File: src/rtl/gpio_bank_pkg.sv
package gpio_bank_pkg;

  typedef enum logic [1:0] {
    DS_SINGLE  = 2'd0,
    DS_SETCLR  = 2'd1,
    DS_SETDATA = 2'd2
  } data_style_e;

  typedef enum logic [1:0] {
    DIR_FIXED  = 2'd0,
    DIR_OUT_HI = 2'd1,
    DIR_IN_HI  = 2'd2
  } dir_style_e;

  localparam int unsigned OFS_DATA = 0;
  localparam int unsigned OFS_SET  = 4;
  localparam int unsigned OFS_CLR  = 8;
  localparam int unsigned OFS_DIR  = 12;

endpackage

File: src/rtl/gpio_in_sync.sv
module gpio_in_sync #(
  parameter int W      = 8,
  parameter int STAGES = 2
) (
  input  logic         clk,
  input  logic         rst_n,
  input  logic [W-1:0] raw_in,
  output logic [W-1:0] sync_out
);

  logic [W-1:0] stage_q [STAGES];

  always_ff @(posedge clk or negedge rst_n) begin
    if (!rst_n) begin
      for (int i = 0; i < STAGES; i++) stage_q[i] <= '0;
    end else begin
      stage_q[0] <= raw_in;
      for (int i = 1; i < STAGES; i++) stage_q[i] <= stage_q[i-1];
    end
  end

  assign sync_out = stage_q[STAGES-1];

endmodule

File: src/rtl/gpio_out_latch.sv
module gpio_out_latch import gpio_bank_pkg::*; #(
  parameter int          W          = 8,
  parameter data_style_e DATA_STYLE = DS_SINGLE
) (
  input  logic         clk,
  input  logic         rst_n,
  input  logic         hit_data,
  input  logic         hit_set,
  input  logic         hit_clr,
  input  logic [W-1:0] wdata,
  output logic [W-1:0] latch_q
);

  // Next latch value; when set and clear both hit, clear wins.
  function automatic logic [W-1:0] next_latch(
    input logic [W-1:0] cur,
    input logic [W-1:0] wd,
    input logic         h_data,
    input logic         h_set,
    input logic         h_clr
  );
    logic [W-1:0] set_m;
    logic [W-1:0] clr_m;
    set_m = h_set ? wd : '0;
    clr_m = h_clr ? wd : '0;
    case (DATA_STYLE)
      DS_SINGLE:  next_latch = h_data ? wd : cur;
      DS_SETCLR:  next_latch = (cur | set_m) & ~clr_m;
      DS_SETDATA: next_latch = h_set ? wd : cur;
      default:    next_latch = cur;
    endcase
  endfunction

  always_ff @(posedge clk or negedge rst_n) begin
    if (!rst_n) latch_q <= '0;
    else        latch_q <= next_latch(latch_q, wdata, hit_data, hit_set, hit_clr);
  end

endmodule

File: src/rtl/gpio_dir_ctl.sv
module gpio_dir_ctl import gpio_bank_pkg::*; #(
  parameter int         W         = 8,
  parameter dir_style_e DIR_STYLE = DIR_OUT_HI
) (
  input  logic         clk,
  input  logic         rst_n,
  input  logic         hit_dir,
  input  logic [W-1:0] wdata,
  output logic [W-1:0] dir_q,
  output logic [W-1:0] oe
);

  // Reset value that makes every line an input.
  localparam logic [W-1:0] DIR_RESET = (DIR_STYLE == DIR_IN_HI) ? {W{1'b1}} : {W{1'b0}};

  function automatic logic [W-1:0] oe_of(input logic [W-1:0] d);
    case (DIR_STYLE)
      DIR_OUT_HI: oe_of = d;
      DIR_IN_HI:  oe_of = ~d;
      default:    oe_of = '1;
    endcase
  endfunction

  always_ff @(posedge clk or negedge rst_n) begin
    if (!rst_n)       dir_q <= DIR_RESET;
    else if (hit_dir) dir_q <= wdata;
  end

  assign oe = oe_of(dir_q);

endmodule

File: src/rtl/gpio_bank.sv
module gpio_bank import gpio_bank_pkg::*; #(
  parameter int          N_LINES    = 8,
  parameter int          ADDR_W     = 4,
  parameter data_style_e DATA_STYLE = DS_SINGLE,
  parameter dir_style_e  DIR_STYLE  = DIR_OUT_HI,
  parameter int          SYNC_DEPTH = 2
) (
  input  logic               clk,
  input  logic               rst_n,
  input  logic [ADDR_W-1:0]  bus_addr,
  input  logic               bus_we,
  input  logic [N_LINES-1:0] bus_wdata,
  output logic [N_LINES-1:0] bus_rdata,
  output logic [N_LINES-1:0] pad_out,
  output logic [N_LINES-1:0] pad_oe,
  input  logic [N_LINES-1:0] pad_in
);

  localparam logic [ADDR_W-1:0] A_DATA = ADDR_W'(OFS_DATA);
  localparam logic [ADDR_W-1:0] A_SET  = ADDR_W'(OFS_SET);
  localparam logic [ADDR_W-1:0] A_CLR  = ADDR_W'(OFS_CLR);
  localparam logic [ADDR_W-1:0] A_DIR  = ADDR_W'(OFS_DIR);

  localparam bit DATA_WR_EN = (DATA_STYLE == DS_SINGLE);
  localparam bit SET_EN     = (DATA_STYLE != DS_SINGLE);
  localparam bit CLR_EN     = (DATA_STYLE == DS_SETCLR);
  localparam bit DIR_EN     = (DIR_STYLE != DIR_FIXED);

  // Decode events, named for the checker.
  logic sel_data, sel_set, sel_clr, sel_dir, addr_mapped;
  logic wr_data_hit, wr_set_hit, wr_clr_hit, wr_dir_hit;
  logic [N_LINES-1:0] latch_q, dir_q, in_sync;

  assign sel_data    = (bus_addr == A_DATA);
  assign sel_set     = (bus_addr == A_SET);
  assign sel_clr     = (bus_addr == A_CLR);
  assign sel_dir     = (bus_addr == A_DIR);
  assign addr_mapped = sel_data | sel_set | sel_clr | sel_dir;

  assign wr_data_hit = bus_we & sel_data & DATA_WR_EN;
  assign wr_set_hit  = bus_we & sel_set  & SET_EN;
  assign wr_clr_hit  = bus_we & sel_clr  & CLR_EN;
  assign wr_dir_hit  = bus_we & sel_dir  & DIR_EN;

  gpio_out_latch #(.W(N_LINES), .DATA_STYLE(DATA_STYLE)) u_latch (
    .clk      (clk),
    .rst_n    (rst_n),
    .hit_data (wr_data_hit),
    .hit_set  (wr_set_hit),
    .hit_clr  (wr_clr_hit),
    .wdata    (bus_wdata),
    .latch_q  (latch_q)
  );

  gpio_dir_ctl #(.W(N_LINES), .DIR_STYLE(DIR_STYLE)) u_dir (
    .clk     (clk),
    .rst_n   (rst_n),
    .hit_dir (wr_dir_hit),
    .wdata   (bus_wdata),
    .dir_q   (dir_q),
    .oe      (pad_oe)
  );

  gpio_in_sync #(.W(N_LINES), .STAGES(SYNC_DEPTH)) u_sync (
    .clk      (clk),
    .rst_n    (rst_n),
    .raw_in   (pad_in),
    .sync_out (in_sync)
  );

  // Data-register view: output lines show the latch, input lines the pins.
  function automatic logic [N_LINES-1:0] data_view(
    input logic [N_LINES-1:0] lat,
    input logic [N_LINES-1:0] sy,
    input logic [N_LINES-1:0] en
  );
    if (DATA_STYLE == DS_SETDATA) data_view = sy;
    else                          data_view = (lat & en) | (sy & ~en);
  endfunction

  always_comb begin
    bus_rdata = '0;
    if (sel_data)              bus_rdata = data_view(latch_q, in_sync, pad_oe);
    else if (sel_set && SET_EN) bus_rdata = latch_q;
    else if (sel_clr && CLR_EN) bus_rdata = latch_q;
    else if (sel_dir && DIR_EN) bus_rdata = dir_q;
  end

  assign pad_out = latch_q;

endmodule

File: config.mk
export PLATFORM = sky130hd
export DESIGN_NAME = gpio_bank
export DESIGN_NICKNAME = d
export VERILOG_FILES = /design/src/rtl/gpio_bank_pkg.sv /design/src/rtl/gpio_in_sync.sv /design/src/rtl/gpio_out_latch.sv /design/src/rtl/gpio_dir_ctl.sv /design/src/rtl/gpio_bank.sv
export SDC_FILE = /design/constraint.sdc
export NUM_CORES = 1
export LEC_CHECK = 0
export BUFFER_PORTS_ARGS = -buffer_cell sky130_fd_sc_hd__buf_2
export CORE_MARGIN = 5
export CORE_UTILIZATION = 40
export DETAILED_ROUTE_END_ITERATION = 12
export PLACE_DENSITY_LB_ADDON = 0.05
export SLEW_MARGIN = 10
export SYNTH_ARGS = -nofsm -noshare
export SYNTH_HDL_FRONTEND = slang
export SYNTH_SLANG_ARGS = --single-unit
File: constraint.sdc
create_clock -name clk -period 0.95 [get_ports clk]
set_input_delay 0.0475 -clock clk [delete_from_list [all_inputs] [get_ports clk]]
set_output_delay 0.0475 -clock clk [all_outputs]
set_load 0.03 [all_outputs]
After elaboration in Yosys (flattened, before gate mapping)
Cells that the tools add are included.
{ "classes": {"muxes": 2, "n_eq_ne": 1, "bitwise": 6, "n_reduce_logical": 1} }
{ "op_table": {"columns": ["op", "count"], "rows": [
  ["$and 8x8->8", 2],
  ["$mux 8", 2],
  ["$not 8->8", 1],
  ["$or 8x8->8", 1],
  ["$eq 4x4->1 const B", 1],
  ["$logic_not 4->1", 1],
  ["$and 1x1->1", 2]
]} }
{ "totals": {"ff_bits": 32, "out_inout_bits": 24, "in_bits": 23, "elab_cells": 14} }

Depth between registers and ports, before layout
Gate-level depths: netlist of run 1.
{ "logic_depth": {"word_depth": 4, "depth_mapped": 4, "depth_no_buf": 3} }

Cells and area by module
From an unflattened synthesis of run 1, not the netlist that was laid out.
{ "hier_totals": {"hier_cells": 90, "hier_area_um2": 1438.9} }
{ "modules_own_cells": {"columns": ["module", "seq_area_each_um2", "n_inst", "cells_each", "area_per_inst_um2"], "rows": [
  ["gpio_in_sync", 400.4, 1, 24, 460.4],
  ["gpio_dir_ctl", 200.2, 1, 25, 391.6],
  ["gpio_out_latch", 200.2, 1, 17, 331.6],
  ["gpio_bank", 0.0, 1, 24, 255.2]
]} }

Worst setup path after synthesis of run 1
Ideal clock, no wire load.
{ "synth_path": {"kind": "reg2out", "from": "reg u_dir.dir_q[0]", "to": "out bus_rdata[0]", "arrival_ns": 1.298, "required_time_ns": 0.902, "setup_slack_ns": -0.395, "n_path_buf": 0, "stages_incl_launch_ff": 3, "path_cell_list": "dfrtp_1 inv_1 o21ai_0"} }
{ "synth_between": {"elab_chain_len": 4, "elab_cells_between_ends": 6, "cone_classes": "mux (2); bitwise (4)"} }
{ "synth_lines": {"columns": ["element", "line_no", "source"], "rows": [
  ["start, declared", "gpio_dir_ctl.sv:9", "output logic [W-1:0] dir_q,"],
  ["start signal, assigned", "gpio_dir_ctl.sv:26", "else if (hit_dir) dir_q <= wdata;"],
  ["$not 8->8", "gpio_bank.sv:78", "else data_view = (lat & en) | (sy & ~en);"],
  ["$and 8x8->8", "gpio_bank.sv:78", null],
  ["$or 8x8->8", "gpio_bank.sv:78", null],
  ["$mux 8 (*)", "gpio_bank.sv:83", "if (sel_data) bus_rdata = data_view(latch_q, in_sync, pad_oe);"],
  ["end, declared", "gpio_bank.sv:13", "output logic [N_LINES-1:0] bus_rdata,"]
]} }
Mark *: on every way between the ends. The rest lies on a longest branch, timed or not.

Worst setup path after layout of run 1
{ "layout_path": {"from": "reg u_dir.dir_q[6]", "to": "out bus_rdata[6]"} }
The elaborated chain is that of the path after synthesis.

==> results_dict.tcl, run 1 <==
set metrics [dict create \
    core.rowCount 20 \
    top_library_cells_by_usage_in_the_layout_fill_and_taps_aside "buf_6 (38), dfrtp_1 (27), buf_2 (22)" \
    final_period_utilization 1.260 \
    cts_max_path_buffers 2 \
    layout_commonest_cell "buf_6" \
    max-cap-violations 0 \
    synth_nets 111 \
    drt-vias-per-instance 4.840 \
    grt_overflow_total 0 \
    syn-mean-instance-area_um2 13.89 \
    route.detailed.wl_per_inst_um 14.29 \
    grt_use_met2 0.2617 \
    die_y_um 65.28 \
    critical_path_arrival_ns 1.15 \
    layout_min_cycle_time_ns 1.197 \
    power_uw 4176 \
    drc 0 \
    yosysWarningCount 0 \
    area_growth_syn_to_layout_pct 84.24 \
    place.port_buffers 46 \
    final_cell_utilization_of_the_core 0.7500 \
    power.density_cell_area_nw_per_um2 1854 \
    yosys_register_bits 32 \
    use_met1 0.1791 \
    max_stage_delay_ns 0.43 \
    track_usage 0.1544 \
    chipWidth_um 65.28 \
    via_count 1026 \
    numCtsBuffers 5 \
    final.setup_skew_ns 0.004602 \
    cts_tree "yes" \
    cts_h_tree_depth 2 \
    antenna_violations_before_repair 0 \
    num-fill-cells 210 \
    cts.sink_count 32 \
    register_to_register_setup_slack_ns 0.02 \
    num_io_pins 47 \
    postRouteWirelength_um 3029 \
    critPathMaxFanout 2 \
    cts_root_buf "clkbuf_4" \
    critPathKind "flop to output port" \
    first_pass_grt_wire_length_um 4795 \
    maxClockFrequency_mhz 835.4 \
    hold_class "primary input to asynchronous set/reset pin" \
    layout_cells_sized_above_1 0.7207 \
    net_count_final 201 \
    grt_max_degree 33 \
    finish_stage_setup_viols 22 \
    insertion_delay_ns 0.32 \
    num_antenna_cells 0 \
    top_usage_layer "met2" \
    synth_top_area_frac 0.6551 \
    worst_tran_pin_value_ns 0.2695 \
    hpwlAfterDp_um 1938 \
    worst-r2r-cell-count 2 \
    worstPathCellList "mux2i_4, buf_6" \
    core_box_area_um2 3003 \
    yosys-top-cells-area "dfrtp_1 (66%), mux2_2 (15%), a21oi_1 (2.9%)" \
    r2r_start "u_dir.dir_q[2]" \
    gr-usage-met3 0.04615 \
    clk_pin_slew_worst_paths_ns 0.09 \
    failed_checks "setup timing" \
    worst_path_max_delay_cell "dfrtp_1" \
    synth_area_um2 1222 \
    fin_worst_setup_slack_ns -0.2471 \
    yosysSeqAreaShare 0.6551 \
    finalHoldViolations 0 \
    postRouteAntennaNets 0 \
    max-vdd-ir-drop_mv 1.031 \
    drt-pass1-iter-count 4 \
    slew_headroom 0.8190 \
    grt_pass1_vias 1101 \
    outcome "finished, violations left" \
    grt_setup_unrepaired "true" \
    r2r-end "u_dir.dir_q[2]" \
    post_synthesis_cell_type_with_the_largest_combined_area "dfrtp_1" \
    worstSetupEndpointType "output port" \
    synth.distinct_cells 17 \
    slew_violations 0 \
    synth_cells 88 \
    gp_congestion 0.6641 \
    power.static_leakage_uw 0.001011 \
    timing.critical_path.from_type "flop" \
    dieArea_um2 4261 \
    drt_iter0_markers 12 \
    tns_ns -3.082 \
    req_time_crit_path_ns 0.90 \
    initial_utilization 0.4071 \
]
-- stage by stage --
stage	cells	cell area [um2]	hold WS, ns	setup slack [ns]
2_1_floorplan	88	1319	-0.2481	-0.06179
3_3_place_gp	173	1659	0.01197	-0.2034
3_5_place_dp	173	1659	0.01854	-0.2441
4_1_cts	210	2220	0.1883	-0.2597
5_1_grt	212	2252	0.2150	-0.3072
6_report	212	2252	0.1993	-0.2471
-- where the power goes --
part	switching [uW]	internal [uW]
logic	773	877
registers	165	1560
clock network	432	365
-- layer usage --
| metal | part of all wire | up-vias |
|---|---|---|
| li1 | - | 485 |
| met1 | 0.41 | 501 |
| met2 | 0.51 | 36 |
| met3 | 0.062 | 4 |
| met4 | 0.012 | 0 |
| met5 | 0 | - |
-- registers in the layout, summed over array words and instances (netlist names) --
register and cells:
u_dir.dir_q 8, u_latch.latch_q 8, u_sync.stage_q 8, u_sync.sync_out 8
-- Yosys cell counts --
| cell type | n |
|---|---|
| nand2_1 | 1 |
| buf_4 | 1 |
| buf_6 | 2 |
| mux2_2 | 16 |
| nand3_1 | 7 |
| inv_1 | 7 |
| nor4_4 | 1 |
| and4_1 | 1 |
| o21ai_1 | 1 |
| dfrtp_1 | 32 |
| nor4bb_1 | 1 |
| o21ai_0 | 6 |
| mux2i_1 | 1 |
| nand3_2 | 1 |
| nor2_1 | 2 |
| a21oi_1 | 7 |
| a21oi_2 | 1 |
-- critical path: cells and delay by family, from the launching register on --
family / cells / cell delay, ns
buf+inv: 1 / 0.15
flops: 1 / 0.43
mux: 1 / 0.25
-- logic make-up (layout without fill, tap and decap cells) --
logic type / count (synthesis) / count (layout) / share of synthesized area
compound gates: 15 / 15 / 0.06448
flops: 32 / 32 / 0.6551
simple gates: 14 / 14 / 0.07881
mux: 17 / 17 / 0.1556
buf+inv: 10 / 101 / 0.04606
-- how the worst max path moves through the flow --
| stage | start | endpoint | slack, ns | cells after the start |
|---|---|---|---|---|
| floorplan | bus_addr[0] | bus_rdata[6] | -0.06 | 4 |
| global placement | bus_addr[0] | bus_rdata[3] | -0.20 | 6 |
| detailed placement | bus_addr[0] | bus_rdata[2] | -0.24 | 6 |
| CTS | u_dir.dir_q[5] | bus_rdata[5] | -0.26 | 4 |
| global route | u_dir.dir_q[4] | bus_rdata[4] | -0.31 | 4 |
| finish | u_dir.dir_q[6] | bus_rdata[6] | -0.25 | 2 |
-- cell type report --
cell class / count / area (um2) / area share
well taps: 33 / 41.29 / 0.01833
repair buffers: 86 / 800.8 / 0.3556
inverters: 7 / 28.78 / 0.01278
clock buffers: 8 / 58.81 / 0.02611
multi-input cells: 46 / 515.5 / 0.2289
flip-flops and latches: 32 / 807.0 / 0.3583
-- what timing repair did --
action,CTS,global route
endpoints found under the hold margin,56,0
pin swaps,11,7
endpoints found under the setup margin,24,25
hold buffers,17,0
gates cloned,0,0
buffers inserted,12,5
resized for setup,77,8
Note: power is estimated with default switching activity, not from simulation.
==> run 2: changes to the inputs <==
--- a/config.mk
+++ b/config.mk
@@ -6,8 +6,10 @@
 export NUM_CORES = 1
 export LEC_CHECK = 0
 export BUFFER_PORTS_ARGS = -buffer_cell sky130_fd_sc_hd__buf_2
+export CELL_PAD_IN_SITES_DETAIL_PLACEMENT = 2
+export CELL_PAD_IN_SITES_GLOBAL_PLACEMENT = 2
 export CORE_MARGIN = 5
-export CORE_UTILIZATION = 40
+export CORE_UTILIZATION = 27
 export DETAILED_ROUTE_END_ITERATION = 12
 export PLACE_DENSITY_LB_ADDON = 0.05
 export SLEW_MARGIN = 10
==> constraint.sdc (replaced) <==
create_clock -name clk -period 1.1 [get_ports clk]
set_input_delay 0.055 -clock clk [delete_from_list [all_inputs] [get_ports clk]]
set_output_delay 0.055 -clock clk [all_outputs]
set_load 0.03 [all_outputs]
==> run 2 against run 1 <==
The flow still finishes with violations (setup timing). Worst setup slack better by 0.18 ns. Sequential power down 16%. Clock power up 14%. Via count down 4.7%. Register-to-register slack better by 0.15 ns. Wire length up 11%. First-iteration DRC count unchanged. Critical path type is now primary input to output port. Total power down 20%. Clock-buffer cell count unchanged. Flip-flop and latch count unchanged. Highest routed layer unchanged. Final cell count up 0.47%. Die area up 40%.
==> results_dict.tcl, run 2 (synthesis results as in run 1) <==
set metrics [dict create \
    outcome "finished, violations left" \
    failed_checks "setup timing" \
    multi_input_comb_area_um2 417.9 \
    slew_headroom 0.7293 \
    core.rowCount 24 \
    cts.sink_count 32 \
    worstSetupEndpointType "output port" \
    maxClockFrequency_mhz 857.6 \
    numCtsBuffers 5 \
    critPathBufInv 4 \
    drt-pass1-iter-count 2 \
    fin_worst_setup_slack_ns -0.06599 \
    area_growth_syn_to_layout_pct 57.52 \
    postRouteWirelength_um 3350 \
    layout_cells_sized_above_1 0.6211 \
    hpwlAfterDp_um 2318 \
    max-vdd-ir-drop_mv 0.9475 \
    timing.critical_path.from_type "primary input" \
    finish_stage_setup_viols 8 \
    num_io_pins 47 \
    worstPathCellList "buf_8, nor4_4, buf_4, clkbuf_16, a21oi_2, o21ai_2, buf_6" \
    critPathKind "primary input to output port" \
    hold_class "primary input to flop" \
    via_count 978 \
    insertion_delay_ns 0.28 \
    grt_max_degree 33 \
    grt_overflow_total 0 \
    clk_pin_slew_worst_paths_ns 0.06 \
    sequential_cell_area_um2 800.8 \
    critical_path_arrival_ns 1.11 \
    top_library_cells_by_usage_in_the_layout_fill_and_taps_aside "buf_2 (35), dfrtp_1 (32), mux2_2 (16)" \
    route.detailed.wl_per_inst_um 15.73 \
    layout_commonest_cell "buf_2" \
    cts_max_path_buffers 2 \
    track_usage 0.1169 \
    power.density_cell_area_nw_per_um2 1730 \
    cts_tree "yes" \
    die_y_um 77.29 \
    dieArea_um2 5973 \
    setup.worst_path.start "bus_addr[0]" \
    cpLargestDelayFamily "buffers and inverters" \
    power.static_leakage_uw 0.0009021 \
    cts_root_buf "clkbuf_8" \
    grt_setup_unrepaired "true" \
    net_count_final 183 \
    num-fill-cells 456 \
    first_pass_grt_wire_length_um 5423 \
    critPathCapture "bus_rdata[7]" \
    slew_violations 0 \
    final_period_utilization 1.060 \
    core_box_area_um2 4384 \
    r2r_start "u_dir.dir_q[6]" \
    num_antenna_cells 0 \
    grt_pass1_vias 1049 \
    drt-vias-per-instance 4.592 \
    tns_ns -0.4049 \
    worst_tran_pin_value_ns 0.4061 \
    antenna_violations_before_repair 0 \
    max-cap-violations 0 \
    gp_congestion 0.6724 \
    drt_iter0_markers 12 \
    final.setup_skew_ns 0.001898 \
    register_to_register_setup_slack_ns 0.17 \
    req_time_crit_path_ns 1.04 \
    finalHoldViolations 0 \
    cts_h_tree_depth 2 \
    postRouteAntennaNets 0 \
    drc 0 \
    worst_path_max_delay_cell "nor4_4" \
    r2r-end "u_dir.dir_q[6]" \
    max_stage_delay_ns 0.26 \
    place.port_buffers 46 \
    initial_utilization 0.2788 \
    layout_min_cycle_time_ns 1.166 \
    place_worst_setup_slack_ns -0.1399 \
    critPathMaxFanout 8 \
    chipWidth_um 77.29 \
    worst-r2r-cell-count 2 \
    critical_path_depth 7 \
]
run 2: cell types whose count changed in the layout (fill, tap and decap cells not counted), sizes merged:
cell / delta
buf: -11
clkbuf: +1
dlygate4sd3: -8
run 2: worst min-delay path by stage:
stage	to	cells past startpoint	slack, ns	start
after floorplan	u_dir.dir_q[0]	0	-0.24	rst_n
after global placement	u_sync.stage_q[14]	2	0.1	rst_n
after detailed placement	u_sync.stage_q[9]	2	0.11	rst_n
after CTS	u_dir.dir_q[1]	2	0.01	bus_wdata[1]
after global routing	u_dir.dir_q[6]	2	0.02	bus_wdata[6]
final	u_dir.dir_q[6]	2	0.02	bus_wdata[6]
run 2: stage by stage:
step | hold WS [ns] | instances | total power, uW | util | cell area (um2)
global placement | 0.09800 | 188 | 2270 | 0.3630 | 1592
finish | 0.02138 | 213 | 3331 | 0.4392 | 1926
CTS | 0.01226 | 211 | 3377 | 0.4241 | 1859
global route | 0.01532 | 213 | 3531 | 0.4392 | 1926
floorplan | -0.2406 | 88 | 1990 | - | 1257
detailed placement | 0.1073 | 188 | 2308 | 0.3630 | 1592
run 2: worst register-to-register path: stages (launching register included):
cell and delay (ns):
dfrtp_1 0.42, buf_4 0.15, mux2_2 0.25
run 2: area by class of cell:
cell class / instances / area share
Multi-Input combinational cell: 46 / 0.2170
Inverter: 7 / 0.01365
Timing Repair Buffer: 68 / 0.2729
Tap cell: 52 / 0.03379
Sequential cell: 32 / 0.4159
Clock buffer: 8 / 0.04678
run 2: repair_timing:
action                                 CTS  global route
setup endpoints to repair                8             9
gates cloned                             0             1
pin swaps                                1             5
gates resized for setup                 18            12
endpoints found under the hold margin   40             0
hold buffers                             9             0
setup buffers                            6             1
run 2: per-layer routing:
layer	vias up	GRT usage	wire, um
met1	494	0.1466	1388
met3	4	0.04918	228
met4	0	0.04124	42
li1	449	-	-
met5	-	0	0
met2	31	0.1793	1689
run 2: report_power, final:
group          switching [uW]  internal, uW
Clock                     401           510
Combinational             562           393
Sequential                120          1340
Total                    1080          2250
==> run 3: changes to the inputs <==
--- a/config.mk
+++ b/config.mk
@@ -5,11 +5,12 @@
 export SDC_FILE = /design/constraint.sdc
 export NUM_CORES = 1
 export LEC_CHECK = 0
+export ABC_AREA = 1
 export BUFFER_PORTS_ARGS = -buffer_cell sky130_fd_sc_hd__buf_2
 export CELL_PAD_IN_SITES_DETAIL_PLACEMENT = 2
 export CELL_PAD_IN_SITES_GLOBAL_PLACEMENT = 2
 export CORE_MARGIN = 5
-export CORE_UTILIZATION = 27
+export CORE_UTILIZATION = 25
 export DETAILED_ROUTE_END_ITERATION = 12
 export PLACE_DENSITY_LB_ADDON = 0.05
 export SLEW_MARGIN = 10
==> run 3 against run 2 <==
Core utilization shrank 4.9 points. Flip-flop and latch count is the same. Hold slack gained 0.026 ns. Final cell count grew 34%. The run still ends with setup timing left. Area after synthesis grew 7.0%. Global-route usage grew 2.0 points. Sequential power is essentially flat. Sequential share of layout area shrank 1.2 points. Die area grew 13%. Critical endpoint is now bus_rdata[6]. First-iteration DRC count grew to 2.9 times the previous value. Final area grew 3.6%. Combinational power shrank 5.4%. Critical path type is now flop to output port.
==> results_dict.tcl, run 3 <==
set metrics [dict create \
    outcome "finished, violations left" \
    failed_checks "setup timing" \
    hold_class "primary input to flop" \
    power.density_cell_area_nw_per_um2 1654 \
    max-vdd-ir-drop_mv 0.7167 \
    cts_h_tree_depth 2 \
    synth_top_area_frac 0.6124 \
    final_period_utilization 1.089 \
    final.setup_skew_ns 0.006314 \
    cts_max_path_buffers 2 \
    critPathBufInv 1 \
    worst_path_max_delay_cell "dfrtp_2" \
    grt_overflow_total 0 \
    setup.worst_path.start "u_dir.dir_q[6]" \
    post_synthesis_cell_type_with_the_largest_combined_area "dfrtp_1" \
    max-cap-violations 0 \
    req_time_crit_path_ns 1.04 \
    muxShareOfSynthArea 0 \
    grt_max_degree 19 \
    numCtsBuffers 5 \
    core.rowCount 26 \
    route.detailed.wl_per_inst_um 14.79 \
    net_count_final 237 \
    cell_internal_pwr_uw 2189 \
    yosysWarningCount 0 \
    yosys_most_used_dff "dfrtp_1" \
    postRouteWirelength_um 4216 \
    synth_nets 164 \
    critical_path_arrival_ns 1.14 \
    critPathCapture "bus_rdata[6]" \
    critical_path_depth 5 \
    synth-compound-area-share 0.03062 \
    synth.distinct_cells 12 \
    critical-path-top-cell-by-count "nand2_2" \
    stdcell_area_um2 1994 \
    drt_iter0_markers 35 \
    max_stage_delay_ns 0.45 \
    yosysSeqAreaShare 0.6124 \
    yosys-top-cells-area "dfrtp_1 (61%), nand2_1 (16%), nand4_1 (7.7%)" \
    num_io_pins 47 \
    place.port_buffers 46 \
    gp_congestion 0.7916 \
    postRouteAntennaNets 0 \
    cts_root_buf "clkbuf_8" \
    hp-start "bus_wdata[3]" \
    finalHoldViolations 0 \
    main_combinational_cell_family_by_area_after_synthesis "simple AND/OR/NAND/NOR gates" \
    insertion_delay_ns 0.28 \
    synth-edff-count 0 \
    p_sw_frac 0.3362 \
    synth_area_um2 1308 \
    synth.top_cells.by_count "nand2_1 (57), dfrtp_1 (32), nand4_1 (16), nand3_1 (9)" \
    post_synth_xor_area_fraction 0 \
    area_share_of_fa_ha_maj_cells_after_synthesis 0 \
    grt_pass1_vias 1416 \
    synthArstFlopShare 1.000 \
    slew_violations 0 \
    cts_tree "yes" \
    final-instance-count-excl-fill 285 \
    dieArea_um2 6777 \
    fin_worst_setup_slack_ns -0.09768 \
    worstPathCellList "nand2_2, o21ai_2, nand2_1, nand2_2, buf_6" \
    maxClockFrequency_mhz 834.9 \
    r2r_start "u_dir.dir_q[7]" \
    worst-r2r-cell-count 4 \
    track_usage 0.1371 \
    drt-pass1-iter-count 4 \
    critPathMaxFanout 5 \
    antenna_violations_before_repair 0 \
    worstSetupEndpointType "output port" \
    power.static_leakage_uw 0.001053 \
    critPathKind "flop to output port" \
    layout_commonest_cell "nand2_1" \
    first_pass_grt_wire_length_um 6851 \
    switchingPower_uw 1109 \
    register_to_register_setup_slack_ns 0.18 \
    synth-simple-area-share 0.3043 \
    area_growth_syn_to_layout_pct 52.54 \
    core_box_area_um2 5107 \
    die_y_um 82.32 \
    clock_power_share 0.279 \
    final_cell_utilization_of_the_core 0.3905 \
    layout_min_cycle_time_ns 1.198 \
    hpwlAfterDp_um 3086 \
    cts.sink_count 32 \
    clk_pin_slew_worst_paths_ns 0.07 \
    via_count 1261 \
    top_library_cells_by_usage_in_the_layout_fill_and_taps_aside "nand2_1 (52), buf_2 (37), dfrtp_1 (29)" \
    seq_power_share 0.447 \
    worst_tran_pin_value_ns 0.4370 \
    chipWidth_um 82.32 \
    initial_utilization 0.2560 \
    syn-mean-instance-area_um2 9.273 \
    r2r-end "u_dir.dir_q[7]" \
    timing.hold.worst_path_depth 3 \
    timing.critical_path.from_type "flop" \
    dp.cells 259 \
    drc 0 \
    num_antenna_cells 0 \
    whs_ns 0.04722 \
    drt-vias-per-instance 4.425 \
    slew_headroom 0.7079 \
    layout_cells_sized_above_1 0.3907 \
    comb_power_share 0.274 \
    most_frequent_cell_after_synthesis "nand2_1" \
    cpLargestDelayFamily "flip-flops" \
    finish_stage_setup_viols 8 \
    grt_setup_unrepaired "true" \
    place_area_um2 1663 \
    synth_cells 141 \
    yosys_register_bits 32 \
]
run 3: area by class of cell:
| type | count | area [um2] |
|---|---|---|
| fillers | 591 | 3113 |
| flip-flops and latches | 32 | 804.5 |
| repair buffers | 72 | 516.7 |
| multi-input cells | 94 | 461.7 |
| clock buffers | 8 | 90.09 |
| well taps | 70 | 87.58 |
| inverters | 9 | 33.78 |
run 3: cells by family (layout without fill, tap and decap cells):
kind of cell	after synthesis	count (layout)
DFF	32	32
AOI/OAI and AO/OA	8	8
and+or+nand+nor	86	86
buffers and inverters	15	89
run 3: through the flow:
step	total power [uW]	setup TNS, ns	setup slack [ns]
final	3298	-0.5313	-0.09768
after global routing	3501	-1.215	-0.1900
after CTS	3318	-0.8050	-0.1377
after detailed placement	2234	0	0.04832
after global placement	2196	0	0.05804
after floorplan	1907	0	0.07875
run 3: what timing repair did:
action | in CTS | in global routing
buffers inserted | 7 | 2
gates resized for setup | 27 | 10
pin swaps | 12 | 7
endpoints found under the hold margin | 22 | 0
hold buffers | 9 | 0
setup endpoints to repair | 8 | 9
run 3: worst min path at each step:
stage | endpoint
final | u_latch.latch_q[3]
after CTS | u_latch.latch_q[0]
after global routing | u_latch.latch_q[3]
after global placement | u_sync.stage_q[15]
after floorplan | u_dir.dir_q[0]
after detailed placement | u_sync.sync_out[7]
run 3: routing by layer:
metal  GRT usage  part of all wire
met1      0.1619              0.43
met2      0.2308              0.51
met3     0.04555             0.051
met4     0.04983             0.015
met5           0                 0
run 3: power groups by stage:
| stage | sequential, uW | combinational, uW | clock [uW] |
|---|---|---|---|
| floorplan | 1700 | 209 | 0 |
| global placement | 1480 | 721 | 0 |
| detailed placement | 1490 | 745 | 0 |
| CTS | 1470 | 883 | 969 |
| global route | 1500 | 978 | 1020 |
| finish | 1470 | 904 | 919 |
run 3: worst register-to-register path, delay by kind of cell, from the launching register on:
kind                   cells  cell delay, ns
buffers and inverters      2            0.27
DFF                        1            0.42
and+or+nand+nor            2            0.13
